### config.mk
export PLATFORM = sky130hd
export DESIGN_NAME = shared_stream_router
export DESIGN_NICKNAME = d
export VERILOG_FILES = /design/src/rtl/ssr_pkg.sv /design/src/rtl/ssr_owner.sv /design/src/rtl/ssr_discard.sv /design/src/rtl/ssr_slot.sv /design/src/rtl/ssr_collect.sv /design/src/rtl/shared_stream_router.sv
export SDC_FILE = /design/constraint.sdc
export NUM_CORES = 1
export LEC_CHECK = 0
export BUFFER_PORTS_ARGS = -buffer_cell sky130_fd_sc_hd__buf_2
export CAP_MARGIN = 30
export CORE_ASPECT_RATIO = 0.6
export CORE_MARGIN = 2
export CORE_UTILIZATION = 31
export DETAILED_ROUTE_END_ITERATION = 12
export GPL_ROUTABILITY_DRIVEN = 0
export PLACE_DENSITY = 0.64
export SLEW_MARGIN = 15
export SYNTH_ARGS = -nofsm -noshare
export SYNTH_HDL_FRONTEND = slang
export SYNTH_SLANG_ARGS = --single-unit
### constraint.sdc
create_clock -name clk -period 2.58 [get_ports clk]
set_input_delay 0.129 -clock clk [delete_from_list [all_inputs] [get_ports clk]]
set_output_delay 0.129 -clock clk [all_outputs]
set_load 0.01 [all_outputs]
### src/rtl/ssr_pkg.sv
package ssr_pkg;
  localparam int NPART = 2;

  typedef enum logic [1:0] {
    ROUTE_BCAST = 2'd0,
    ROUTE_REQ   = 2'd1,
    ROUTE_PREF  = 2'd2
  } route_mode_e;

  function automatic route_mode_e pick_mode(input logic directed, input logic prefetch);
    if (!directed)    return ROUTE_BCAST;
    else if (prefetch) return ROUTE_PREF;
    else               return ROUTE_REQ;
  endfunction
endpackage

### src/rtl/ssr_owner.sv
module ssr_owner (
  input  logic clk,
  input  logic rst_n,
  input  logic hand_vld,
  input  logic hand_to,
  output logic act_vld,
  output logic act_id,
  output logic take
);
  // a handoff naming the present owner changes nothing
  assign take = hand_vld && !(act_vld && (hand_to == act_id));

  always_ff @(posedge clk) begin
    if (!rst_n) begin
      act_vld <= 1'b0;
      act_id  <= 1'b0;
    end else if (take) begin
      act_vld <= 1'b1;
      act_id  <= hand_to;
    end
  end
endmodule

### src/rtl/ssr_discard.sv
module ssr_discard #(
  parameter int CW = 8
) (
  input  logic                clk,
  input  logic                rst_n,
  input  logic                ld_en,
  input  logic                ld_idx,
  input  logic [CW-1:0]       ld_val,
  input  logic                dec_en,
  input  logic                dec_idx,
  output logic [ssr_pkg::NPART-1:0] nz
);
  for (genvar g = 0; g < ssr_pkg::NPART; g++) begin : g_cnt
    logic [CW-1:0] cnt;
    always_ff @(posedge clk) begin
      if (!rst_n)
        cnt <= '0;
      else if (ld_en && ld_idx == 1'(g))
        cnt <= ld_val;
      else if (dec_en && dec_idx == 1'(g) && cnt != '0)
        cnt <= cnt - 1'b1;
    end
    assign nz[g] = (cnt != '0);
  end
endmodule

### src/rtl/ssr_slot.sv
module ssr_slot #(
  parameter int W = 16
) (
  input  logic         clk,
  input  logic         rst_n,
  input  logic         push,
  input  logic         pop,
  input  logic [W-1:0] din,
  output logic         full,
  output logic [W-1:0] dout
);
  always_ff @(posedge clk) begin
    if (!rst_n) begin
      full <= 1'b0;
      dout <= '0;
    end else if (push) begin
      full <= 1'b1;
      dout <= din;
    end else if (pop) begin
      full <= 1'b0;
    end
  end
endmodule

### src/rtl/ssr_collect.sv
module ssr_collect #(
  parameter int W = 16
) (
  input  logic                          act_vld,
  input  logic                          act_id,
  input  logic [ssr_pkg::NPART-1:0]     src_valid,
  output logic [ssr_pkg::NPART-1:0]     src_ready,
  input  logic [ssr_pkg::NPART*W-1:0]   src_data,
  output logic                          out_valid,
  input  logic                          out_ready,
  output logic [W-1:0]                  out_data
);
  always_comb begin
    src_ready = '0;
    out_valid = 1'b0;
    out_data  = src_data[act_id*W +: W];
    if (act_vld) begin
      out_valid         = src_valid[act_id];
      src_ready[act_id] = out_ready;
    end
  end
endmodule

### src/rtl/shared_stream_router.sv
module shared_stream_router #(
  parameter int W  = 16,
  parameter int CW = 8
) (
  input  logic           clk,
  input  logic           rst_n,
  input  logic           cfg_directed,
  input  logic           cfg_prefetch,
  input  logic           hand_vld,
  input  logic           hand_to,
  input  logic [CW-1:0]  hand_cnt,
  input  logic           in_valid,
  output logic           in_ready,
  input  logic [W-1:0]   in_data,
  output logic [1:0]     dlv_valid,
  input  logic [1:0]     dlv_ready,
  output logic [2*W-1:0] dlv_data,
  input  logic [1:0]     src_valid,
  output logic [1:0]     src_ready,
  input  logic [2*W-1:0] src_data,
  output logic           out_valid,
  input  logic           out_ready,
  output logic [W-1:0]   out_data
);
  import ssr_pkg::*;

  route_mode_e mode;
  logic        act_vld, act_id, take, other;
  logic [NPART-1:0] disc_nz, slot_full;
  logic [NPART*W-1:0] slot_dout;
  logic        fire;

  assign mode  = pick_mode(cfg_directed, cfg_prefetch);
  assign other = ~act_id;
  assign fire  = in_valid && in_ready;

  ssr_owner u_owner (
    .clk(clk), .rst_n(rst_n), .hand_vld(hand_vld), .hand_to(hand_to),
    .act_vld(act_vld), .act_id(act_id), .take(take)
  );

  ssr_discard #(.CW(CW)) u_discard (
    .clk(clk), .rst_n(rst_n),
    .ld_en(take), .ld_idx(~hand_to), .ld_val(hand_cnt),
    .dec_en(mode == ROUTE_BCAST && fire && act_vld), .dec_idx(other),
    .nz(disc_nz)
  );

  always_comb begin
    in_ready = 1'b0;
    if (act_vld) begin
      unique case (mode)
        ROUTE_BCAST: in_ready = dlv_ready[act_id] && disc_nz[other];
        ROUTE_REQ:   in_ready = dlv_ready[act_id];
        ROUTE_PREF:  in_ready = !slot_full[act_id] || dlv_ready[act_id];
        default:     in_ready = 1'b0;
      endcase
    end
  end

  for (genvar i = 0; i < NPART; i++) begin : g_part
    logic mine;
    assign mine = act_vld && (act_id == 1'(i));

    ssr_slot #(.W(W)) u_slot (
      .clk(clk), .rst_n(rst_n),
      .push(mode == ROUTE_PREF && mine && fire),
      .pop(mode == ROUTE_PREF && dlv_valid[i] && dlv_ready[i]),
      .din(in_data),
      .full(slot_full[i]),
      .dout(slot_dout[i*W +: W])
    );

    always_comb begin
      unique case (mode)
        ROUTE_BCAST: begin
          dlv_valid[i]       = mine && in_valid && disc_nz[other];
          dlv_data[i*W +: W] = in_data;
        end
        ROUTE_REQ: begin
          dlv_valid[i]       = mine && in_valid;
          dlv_data[i*W +: W] = in_data;
        end
        default: begin
          dlv_valid[i]       = mine && slot_full[i];
          dlv_data[i*W +: W] = slot_dout[i*W +: W];
        end
      endcase
    end
  end

  ssr_collect #(.W(W)) u_collect (
    .act_vld(act_vld), .act_id(act_id),
    .src_valid(src_valid), .src_ready(src_ready), .src_data(src_data),
    .out_valid(out_valid), .out_ready(out_ready), .out_data(out_data)
  );
endmodule

# Word level (Yosys, flattened, before mapping)
# Cells that the tools add are included.
# Widths: inputs -> output; s select.
classes:
  addsub: 2
  magnitude_cmp: 3
  n_eq_ne: 3
  n_shift: 1
  muxes: 28
  n_bitwise: 3
  reduce_logical: 40
op_table:
  columns: ["op", "n"]
  rows:
  - ["$mux 16", 2]
  - ["$mux 8", 4]
  - ["$shiftx 32x6->16", 1]
  - ["$logic_and 1x1->1", 29]
  - ["$reduce_bool 8->1", 2]
  - ["$sub 8x1->8 const B", 2]
  - ["$mux 1", 15]
  - ["$reduce_bool 2->1", 4]
  - ["$mux 2", 3]
  - ["$lt 1x2->1 const B", 2]
  - ["$pmux 1 s2", 2]
  - ["$pmux 1 s3", 1]
  - ["$and 2x2->2", 1]
  - ["$eq 2x1->1 const B", 1]
  - ["$eq 2x2->1 const B", 1]
  - ["$logic_not 1->1", 2]
  - ["$logic_not 2->1", 1]
  - ["$not 1->1", 2]
  - ["$reduce_or 2->1", 1]
  - ["$demux 1 s1", 1]
  - ["$eq 1x1->1", 1]
  - ["$ge 1x1->1 const B", 1]
  - ["$logic_or 1x1->1", 1]
totals:
  register_bits: 52
  in_bits: 68
  out_inout_bits: 54
  word_cells: 88

# Logic depth before layout (Yosys ltp)
# Gate-level depths: netlist of run 1.
depth:
  depth_word: 13
  mapped_depth: 7
  ltp_nobuf: 6

# By module
# A second synthesis of run 1 with hierarchy kept.
unflattened:
  hier_cells: 373
  hier_area_um2: 3190.6
modules_own_cells:
  columns: ["mod", "instances", "cells_per_inst", "area_each_um2", "seq_area_each_um2"]
  rows:
  - ["ssr_slot", 2, 54, 649.4, 340.3]
  - ["ssr_discard", 1, 122, 1013.5, 320.3]
  - ["shared_stream_router", 1, 113, 525.5, 0.0]
  - ["ssr_collect", 1, 23, 272.8, 0.0]
  - ["ssr_owner", 1, 7, 80.1, 40.0]

# Worst setup path before layout of run 1
# No wires, ideal clock.
synth_path:
  kind: "reg-to-reg"
  from: "register u_discard.g_cnt[0].cnt[2]"
  to: "register u_discard.g_cnt[0].cnt[7]"
  setup_ns: 0.074
  t_arrival_ns: 1.804
  required_ns: 2.506
  slack_ns: 0.702
  stages_incl_launch_ff: 6
  n_path_buf: 1
  synth_period_minus_slack_ns: 1.878
  cell_sequence: "dfxtp_1 -> or4_1 -> buf_2 -> or2_0 -> or4_1 -> a31oi_1"
synth_via:
  elab_chain_len: 12
  word_cells_on_any_way: 15
  classes_between: "1 x add/sub; 6 x mux; 8 x reduce/logical"
synth_lines:
  columns: ["element", "line_no", "rtl"]
  rows:
  - ["start: declaration", "ssr_discard.sv:14", "logic [CW-1:0] cnt;"]
  - ["start signal: assignment", "ssr_discard.sv:19", "cnt <= ld_val;"]
  - ["start signal: assignment", "ssr_discard.sv:21", "cnt <= cnt - 1'b1;"]
  - ["$reduce_bool 8->1", "ssr_discard.sv:20, ssr_discard.sv:23", null]
  - ["$mux 1 (implied by the code) (2 in series)", "shared_stream_router.sv:53", "ROUTE_BCAST: in_ready = dlv_ready[act_id] && disc_nz[other];"]
  - ["$logic_and 1x1->1", "shared_stream_router.sv:53", null]
  - ["$pmux 1 s3", "shared_stream_router.sv:52", "unique case (mode)"]
  - ["$mux 1", "shared_stream_router.sv:51", "if (act_vld) begin"]
  - ["$logic_and 1x1->1", "shared_stream_router.sv:35", "assign fire = in_valid && in_ready;"]
  - ["$logic_and 1x1->1 (2 in series)", "shared_stream_router.sv:45", ".dec_en(mode == ROUTE_BCAST && fire && act_vld), .dec_idx(other),"]
  - ["$logic_and 1x1->1 (2 in series)", "ssr_discard.sv:20", "else if (dec_en && dec_idx == 1'(g) && cnt != '0)"]
  - ["$reduce_bool 2->1 (no source line)", null, null]
# Parallel ways exist; a longest one is shown, timed or not. The select of a mux whose other input is x is not followed.
# A chain may end at the register's enable or synchronous reset.

# Final worst setup path of run 1
layout_path:
  from: "register u_owner.act_id"
  to: "output port in_ready"
layout_via:
  elab_chain_len: 6
  word_cells_on_any_way: 11
  classes_between: "8 x mux; 3 x reduce/logical"
layout_lines:
  columns: ["element", "line_no", "rtl"]
  rows:
  - ["start: declaration", "ssr_owner.sv:7", "output logic act_id,"]
  - ["start signal: assignment", "ssr_owner.sv:19", "act_id <= hand_to;"]
  - ["$mux 1 (implied by the code) (2 in series)", "shared_stream_router.sv:55", "ROUTE_PREF: in_ready = !slot_full[act_id] || dlv_ready[act_id];"]
  - ["$logic_not 1->1", "shared_stream_router.sv:55", null]
  - ["$logic_or 1x1->1", "shared_stream_router.sv:55", null]
  - ["$pmux 1 s3 (*)", "shared_stream_router.sv:52", null]
  - ["$mux 1 (*)", "shared_stream_router.sv:51", null]
  - ["end: declaration", "shared_stream_router.sv:13", "output logic in_ready,"]
# Every way passes the cells marked *; elsewhere a longest branch is shown, timed or not. The select of a mux whose other input is x is not followed.

==> results of run 1 <==
cell type report:
| class | count | area, sq um |
|---|---|---|
| fill | 950 | 5390 |
| multi-input combinational | 288 | 1820 |
| sequential | 52 | 1040 |
| timing repair buffer | 128 | 658 |
| tap | 130 | 163 |
| clock buffer | 7 | 143 |
| inverter | 10 | 37.5 |
| clock inverter | 1 | 7.51 |
registers in the layout, summed over array words and instances, names as in the netlist:
name                 flops
u_discard.g_cnt.cnt     16
g_part.u_slot.dout      32
u_owner.act_id           1
u_owner.act_vld          1
g_part.u_slot.full       2
kinds of logic after synthesis:
kind of cell / after synthesis / share of synthesized area, %
simple gates: 173 / 26.9
compound gates: 54 / 12.2
mux: 54 / 18.9
flops: 52 / 35.0
buf+inv: 33 / 4.37
fa+ha+maj: 4 / 1.68
xor+xnor: 3 / 0.883
metrics by stage:
stage,worst slack (ns),util (%),total power [mW],std cells,cell area (sq um)
global route,0.177,41.8,2.03,616,3870
global placement,0.561,40.2,1.26,608,3720
finish,0.314,41.8,1.93,616,3870
CTS,0.299,41.8,1.96,616,3870
detailed placement,0.478,40.2,1.26,608,3720
floorplan,0.702,-,1.09,373,2980
worst paths after layout:
kind	startpoint	to	slack, ns
worst max-delay path	u_owner.act_id$_SDFFE_PN0P_	in_ready	0.31
worst min-delay path	in_data[6]	g_part[1].u_slot.dout[6]$_SDFFE_PN0P_	0.09
worst max register to register	u_owner.act_id$_SDFFE_PN0P_	u_discard.g_cnt[0].cnt[6]$_SDFFE_PN0P_	0.46
worst min register to register	g_part[1].u_slot.dout[14]$_SDFFE_PN0P_	g_part[1].u_slot.dout[14]$_SDFFE_PN0P_	0.50
critical path: cells and delay by family (launching register included):
family                 cells  cell delay [ns]
flip-flops                 1             0.70
buffers and inverters      2             0.47
AO/OA/AOI/OAI              2             0.30
multiplexers               1             0.37
where the power goes:
group          leakage (nW)  internal (mW)  total, mW  switching [mW]
Combinational          1.45          0.172      0.395           0.223
Sequential            0.422          0.826      0.851          0.0248
Clock                0.0701          0.387      0.689           0.301
Total                  1.94           1.39       1.93           0.549
layout by cell type (no fill, tap or decap), drive strengths merged, types with 3 or more instances in the layout:
cell and instances:
o21ai 14, or4 8, a31oi 8, dfxtp 52, clkbuf 7, nor2 40
a21oi 7, nand3 7, mux2 18, mux2i 36, nand4 6, ha 4
nand3b 3, nand2 85, o31ai 5, xnor2 3, or3 5, or2 3
buf 128, and2 3, inv 10, a211oi 4
metal layers:
metal | wire (microns) | up-vias
li1 | - | 1532
met1 | 4310 | 1415
met2 | 3720 | 98
met3 | 565 | 8
met4 | 58 | 0
met5 | 0 | -
==> impl_metrics.py, run 1 <==
metrics = {
    "outcome": {
        "outcome": "completed",
    },
    "global_routing": {
        "number_of_global_route_vias_before_repair": 2821,
        "globalRouteOverflowTotal": 0,
        "grtUsageMet2_pct": 26.4,
        "initial_antenna_violation_count": 0,
        "grt_util_met3_pct": 4.09,
        "global_route.usage.total_pct": 16.3,
        "global_route.peak_usage_layer": "met2",
        "gr-usage-met1_pct": 22.2,
        "maximum_number_of_pins_on_one_net_before_global_route_repair": 39,
        "global_route_wire_length_before_repair_microns": 13500,
    },
    "setup_path": {
        "crit_path_top_delay_cell": "dfxtp_1",
        "timing.critical_path.fanout_max": 17,
        "path_class": "reg -> out",
        "critPathCaptureType": "output pin",
        "crit_arrival_ns": 2.14,
        "cell_depth_of_the_worst_flop_to_flop_path": 5,
        "required_ns": 2.45,
        "critPathMaxStageDelay_ns": 0.70,
        "startpoint_type": "flop",
        "timing.critical_path.cells": "buf_4 > mux2_2 > a22oi_1 > a21oi_1 > buf_2",
    },
    "synth": {
        "synth_area_leader_cell": "dfxtp_1",
        "avgSynthCellArea_sq_um": 7.98,
        "flip_flop_cell_with_the_highest_count_after_synthesis": "dfxtp_1",
        "syn-num-nets": 445,
        "cell_with_the_most_instances_after_synthesis": "nand2_1",
        "post_synth_edffs": 0,
        "ys_warn_count": 0,
        "ys_top_cells_by_count": "85 x nand2_1, 52 x dfxtp_1, 40 x nor2_1",
        "ys_seq_area_share_pct": 35.0,
        "synthesis.area_sq_um": 2980,
        "synthCells": 373,
        "synth.lib_cells_used.distinct": 48,
        "register_bit_count_reported_by_yosys": 52,
        "async_s_r_ff_share_synth_pct": 0,
        "yosys-top-cells-area": "dfxtp_1 35%, mux2i_1 12%, nand2_1 11%",
        "post-synth-top-area-fraction_pct": 35.0,
    },
    "clock_network": {
        "clock_insertion_delay_worst_skew_ns": 0.29,
        "clockRootBuffer": "clkbuf_16",
        "cts.clk_slew.worst_paths_ns": 0.07,
        "cts_made_buffers": 5,
        "tritoncts_clock_tree": "built",
        "post_cts_resize_count": 0,
        "cts_hold_buffers": 0,
        "cts.sinks": 52,
        "cts_setup_buffers": 0,
        "cts-htree-levels": 2,
        "cts_buffer_depth": 2,
    },
    "sta": {
        "unrepaired_setup_endpoints_after_global_routing": "false",
        "fmax_mhz": 441,
        "min_period_over_period_pct": 87.8,
        "tns_ns": 0,
        "report.final.setup_viol": 0,
        "timing.slew.headroom_pct": 44.4,
        "tightestPinTransition_ns": 0.828,
        "final_period_minus_worst_setup_slack_ns": 2.27,
        "report.final.slew_viol_count": 0,
        "final.hold.worst_slack_ns": 0.0926,
        "clock-skew-final_ns": 0.00679,
        "finalHoldViolCount": 0,
    },
    "finish": {
        "post_route_cells_drive_above_1_share_pct": 34.6,
        "layout-area-overhead-vs-synth_pct": 29.9,
        "n_antenna_cell": 0,
        "finalNetCount": 557,
    },
    "die": {
        "io_pins": 122,
        "die_area_sq_um": 10400,
        "placementRows": 27,
        "floorplan.initialDensity_pct": 32.2,
        "placeableCoreArea_sq_um": 9260,
        "die-width_microns": 131,
        "die_h_microns": 79.9,
    },
    "place": {
        "dp_hpwl_microns": 6710,
        "io_buffers": 121,
    },
    "drt": {
        "num_vias": 3053,
        "route.antenna.remaining_nets": 0,
        "first_iter_violations": 139,
        "drt_drc_violations_left": 0,
        "post_drt_wl_per_cell_microns": 14.1,
        "route.final.wire_length_microns": 8660,
        "post_drt_via_cell_ratio": 4.96,
        "number_of_detailed_routing_iterations_run_before_antenna_repair": 5,
    },
    "worst_hold_path": {
        "hold_path.class": "in -> reg",
        "min_delay_path_depth": 3,
    },
    "power": {
        "power.leakage_nw": 1.94,
        "ir_drop_uv": 236,
        "power_per_cell_area_nw_per_um2": 500,
    },
    "flow_run": {
        "cap_violations": 0,
    },
}
No activity file was read; power rests on OpenSTA's default activity.
==> run 2: changes to the inputs <==
==> constraint.sdc (replaced) <==
create_clock -name clk -period 2.58 [get_ports clk]
set_input_delay 0.258 -clock clk [delete_from_list [all_inputs] [get_ports clk]]
set_output_delay 0.258 -clock clk [all_outputs]
set_load 0.01 [all_outputs]
==> impl_metrics.py, run 2 (synthesized netlist as in run 1, its figures left out) <==
metrics = {
    "setup_path": {
        "cp.buffers_inverters": 2,
        "critPathMaxStageDelay_ns": 0.47,
        "critPathCaptureType": "output pin",
        "reg2reg_to": "u_discard.g_cnt[1].cnt[3]$_SDFFE_PN0P_",
        "setup.reg_to_reg.worst_slack_ns": 0.61,
        "crit_path_top_delay_cell": "or3b_2",
        "timing.critical_path.fanout_max": 4,
        "startpoint_type": "flop",
        "crit_arrival_ns": 2.06,
        "path_delay_family": "simple AND/OR/NAND/NOR gates",
        "path_class": "reg -> out",
        "timing.critical_path.cells": "inv_1 > ha_1 > or3b_2 > or2_2 > o2111a_1 > buf_2",
        "required_ns": 2.32,
        "cell_depth_of_the_worst_flop_to_flop_path": 7,
        "timing.rr.start": "u_discard.g_cnt[1].cnt[0]$_SDFFE_PN0P_",
    },
    "die": {
        "die-width_microns": 131,
        "placeableCoreArea_sq_um": 9260,
        "die_area_sq_um": 10400,
        "placementRows": 27,
        "die_h_microns": 79.9,
        "floorplan.initialDensity_pct": 32.2,
        "io_pins": 122,
    },
    "global_routing": {
        "initial_antenna_violation_count": 0,
        "maximum_number_of_pins_on_one_net_before_global_route_repair": 39,
        "number_of_global_route_vias_before_repair": 2786,
        "globalRouteOverflowTotal": 0,
        "global_route_wire_length_before_repair_microns": 13400,
        "global_route.usage.total_pct": 16.3,
    },
    "finish": {
        "layout.area.seq_sq_um": 1040,
        "post_route_cells_drive_above_1_share_pct": 34.9,
        "fillCellCount": 968,
        "biggestRegsByFlops": "g_part.u_slot.dout: 32 flops, u_discard.g_cnt.cnt: 16 flops, g_part.u_slot.full: 2 flops",
        "final_cell_mix": "121 x buf_2, 85 x nand2_1, 52 x dfxtp_1",
        "registers.top_by_ff_count": "g_part.u_slot.dout",
        "multi_input_comb_area_sq_um": 1820,
        "largest_reg_flops": 32,
        "finalNetCount": 559,
        "layout-area-overhead-vs-synth_pct": 31.6,
        "finalInstanceArea_sq_um": 3920,
        "n_antenna_cell": 0,
        "layout.cells.most_common": "buf_2",
    },
    "place": {
        "preCtsSetupSlack_ns": 0.575,
        "dp_hpwl_microns": 6640,
        "placedInstanceArea_sq_um": 3730,
        "io_buffers": 121,
    },
    "clock_network": {
        "post_cts_resize_count": 0,
        "cts-htree-levels": 2,
        "clock_insertion_delay_worst_skew_ns": 0.29,
        "cts.sinks": 52,
        "cts_hold_buffers": 0,
        "cts_setup_buffers": 0,
        "tritoncts_clock_tree": "built",
        "cts_buffer_depth": 2,
        "cts.clk_slew.worst_paths_ns": 0.07,
        "clockRootBuffer": "clkbuf_16",
        "cts_made_buffers": 5,
    },
    "sta": {
        "post-route-worst-setup-slack_ns": 0.265,
        "finalHoldViolCount": 0,
        "min_period_over_period_pct": 89.7,
        "report.final.setup_viol": 0,
        "tightestPinTransition_ns": 0.662,
        "tns_ns": 0,
        "final_period_minus_worst_setup_slack_ns": 2.32,
        "fmax_mhz": 432,
        "final.hold.worst_slack_ns": 0.234,
        "unrepaired_setup_endpoints_after_global_routing": "false",
        "report.final.slew_viol_count": 0,
        "clock-skew-final_ns": 0.00403,
        "timing.slew.headroom_pct": 55.7,
    },
    "drt": {
        "first_iter_violations": 183,
        "post_drt_wl_per_cell_microns": 14.0,
        "number_of_detailed_routing_iterations_run_before_antenna_repair": 4,
        "dr.max_layer_used": "met4",
        "drt_drc_violations_left": 0,
        "route.met3.wl_microns": 543,
        "post_drt_via_cell_ratio": 4.98,
        "num_vias": 3074,
        "routedLengthMet1_microns": 4190,
        "met2_wirelength_microns": 3860,
        "route.antenna.remaining_nets": 0,
        "route.final.wire_length_microns": 8640,
    },
    "worst_hold_path": {
        "min_delay_path_depth": 3,
        "worst_hold_startpoint": "in_data[4]",
        "min_delay_worst_endpoint": "g_part[0].u_slot.dout[4]$_SDFFE_PN0P_",
        "hold_path.class": "in -> reg",
    },
    "power": {
        "ir_drop_uv": 232,
        "power_per_cell_area_nw_per_um2": 535,
        "pwr_total_mw": 2.10,
        "power.leakage_nw": 1.97,
    },
    "flow_run": {
        "cap_violations": 0,
    },
    "outcome": {
        "outcome": "completed",
    },
}
[run 2: cell types whose count changed in the layout (fill, tap and decap cells not counted)]
cell	before	now
buf_4	7	9
bufinv_16	0	2
clkbuf_1	1	0
clkbuf_8	1	0
clkinvlp_4	1	0
[run 2: worst min-delay path: cells and delay by family]
family | cells | cell delay (ns)
simple gates | 1 | 0.07
mux | 1 | 0.06
buf+inv | 1 | 0.10
[run 2: area by class of cell]
cell class                 instances  area share [%]
tap                              130            4.15
sequential                        52            26.6
inverter                          10           0.958
clock inverter                     2            1.53
clock buffer                       5            3.19
multi-input combinational        288            46.4
timing repair buffer             130            17.2
[run 2: worst max-delay path by stage]
| stage | from | slack, ns | end | cells past startpoint |
|---|---|---|---|---|
| finish | u_discard.g_cnt[0].cnt[0]$_SDFFE_PN0P_ | 0.26 | dlv_valid[1] | 6 |
| global route | u_discard.g_cnt[0].cnt[0]$_SDFFE_PN0P_ | 0.20 | in_ready | 7 |
| CTS | u_discard.g_cnt[0].cnt[0]$_SDFFE_PN0P_ | 0.26 | dlv_valid[1] | 6 |
| detailed placement | u_discard.g_cnt[0].cnt[0]$_SDFFE_PN0P_ | 0.57 | dlv_valid[1] | 6 |
| global placement | u_discard.g_cnt[0].cnt[0]$_SDFFE_PN0P_ | 0.60 | dlv_valid[1] | 6 |
| floorplan | u_discard.g_cnt[0].cnt[2]$_SDFFE_PN0P_ | 0.70 | u_discard.g_cnt[0].cnt[7]$_SDFFE_PN0P_ | 5 |
[run 2: through the flow]
stage / util [%] / cells
floorplan: - / 373
global placement: 40.3 / 610
detailed placement: 40.3 / 610
CTS: 42.3 / 617
global route: 42.3 / 617
finish: 42.3 / 617
[run 2: layer usage]
metal	track usage (%)	vias to the layer above
met5	0	-
met4	3.72	0
met3	3.35	4
met2	26.5	109
met1	22.2	1426
li1	-	1535
[run 2: power by group]
part / internal, mW / total, mW / switching, mW
Combinational: 0.177 / 0.403 / 0.226
Sequential: 0.826 / 0.848 / 0.0221
Clock: 0.551 / 0.844 / 0.294
Total: 1.55 / 2.10 / 0.541
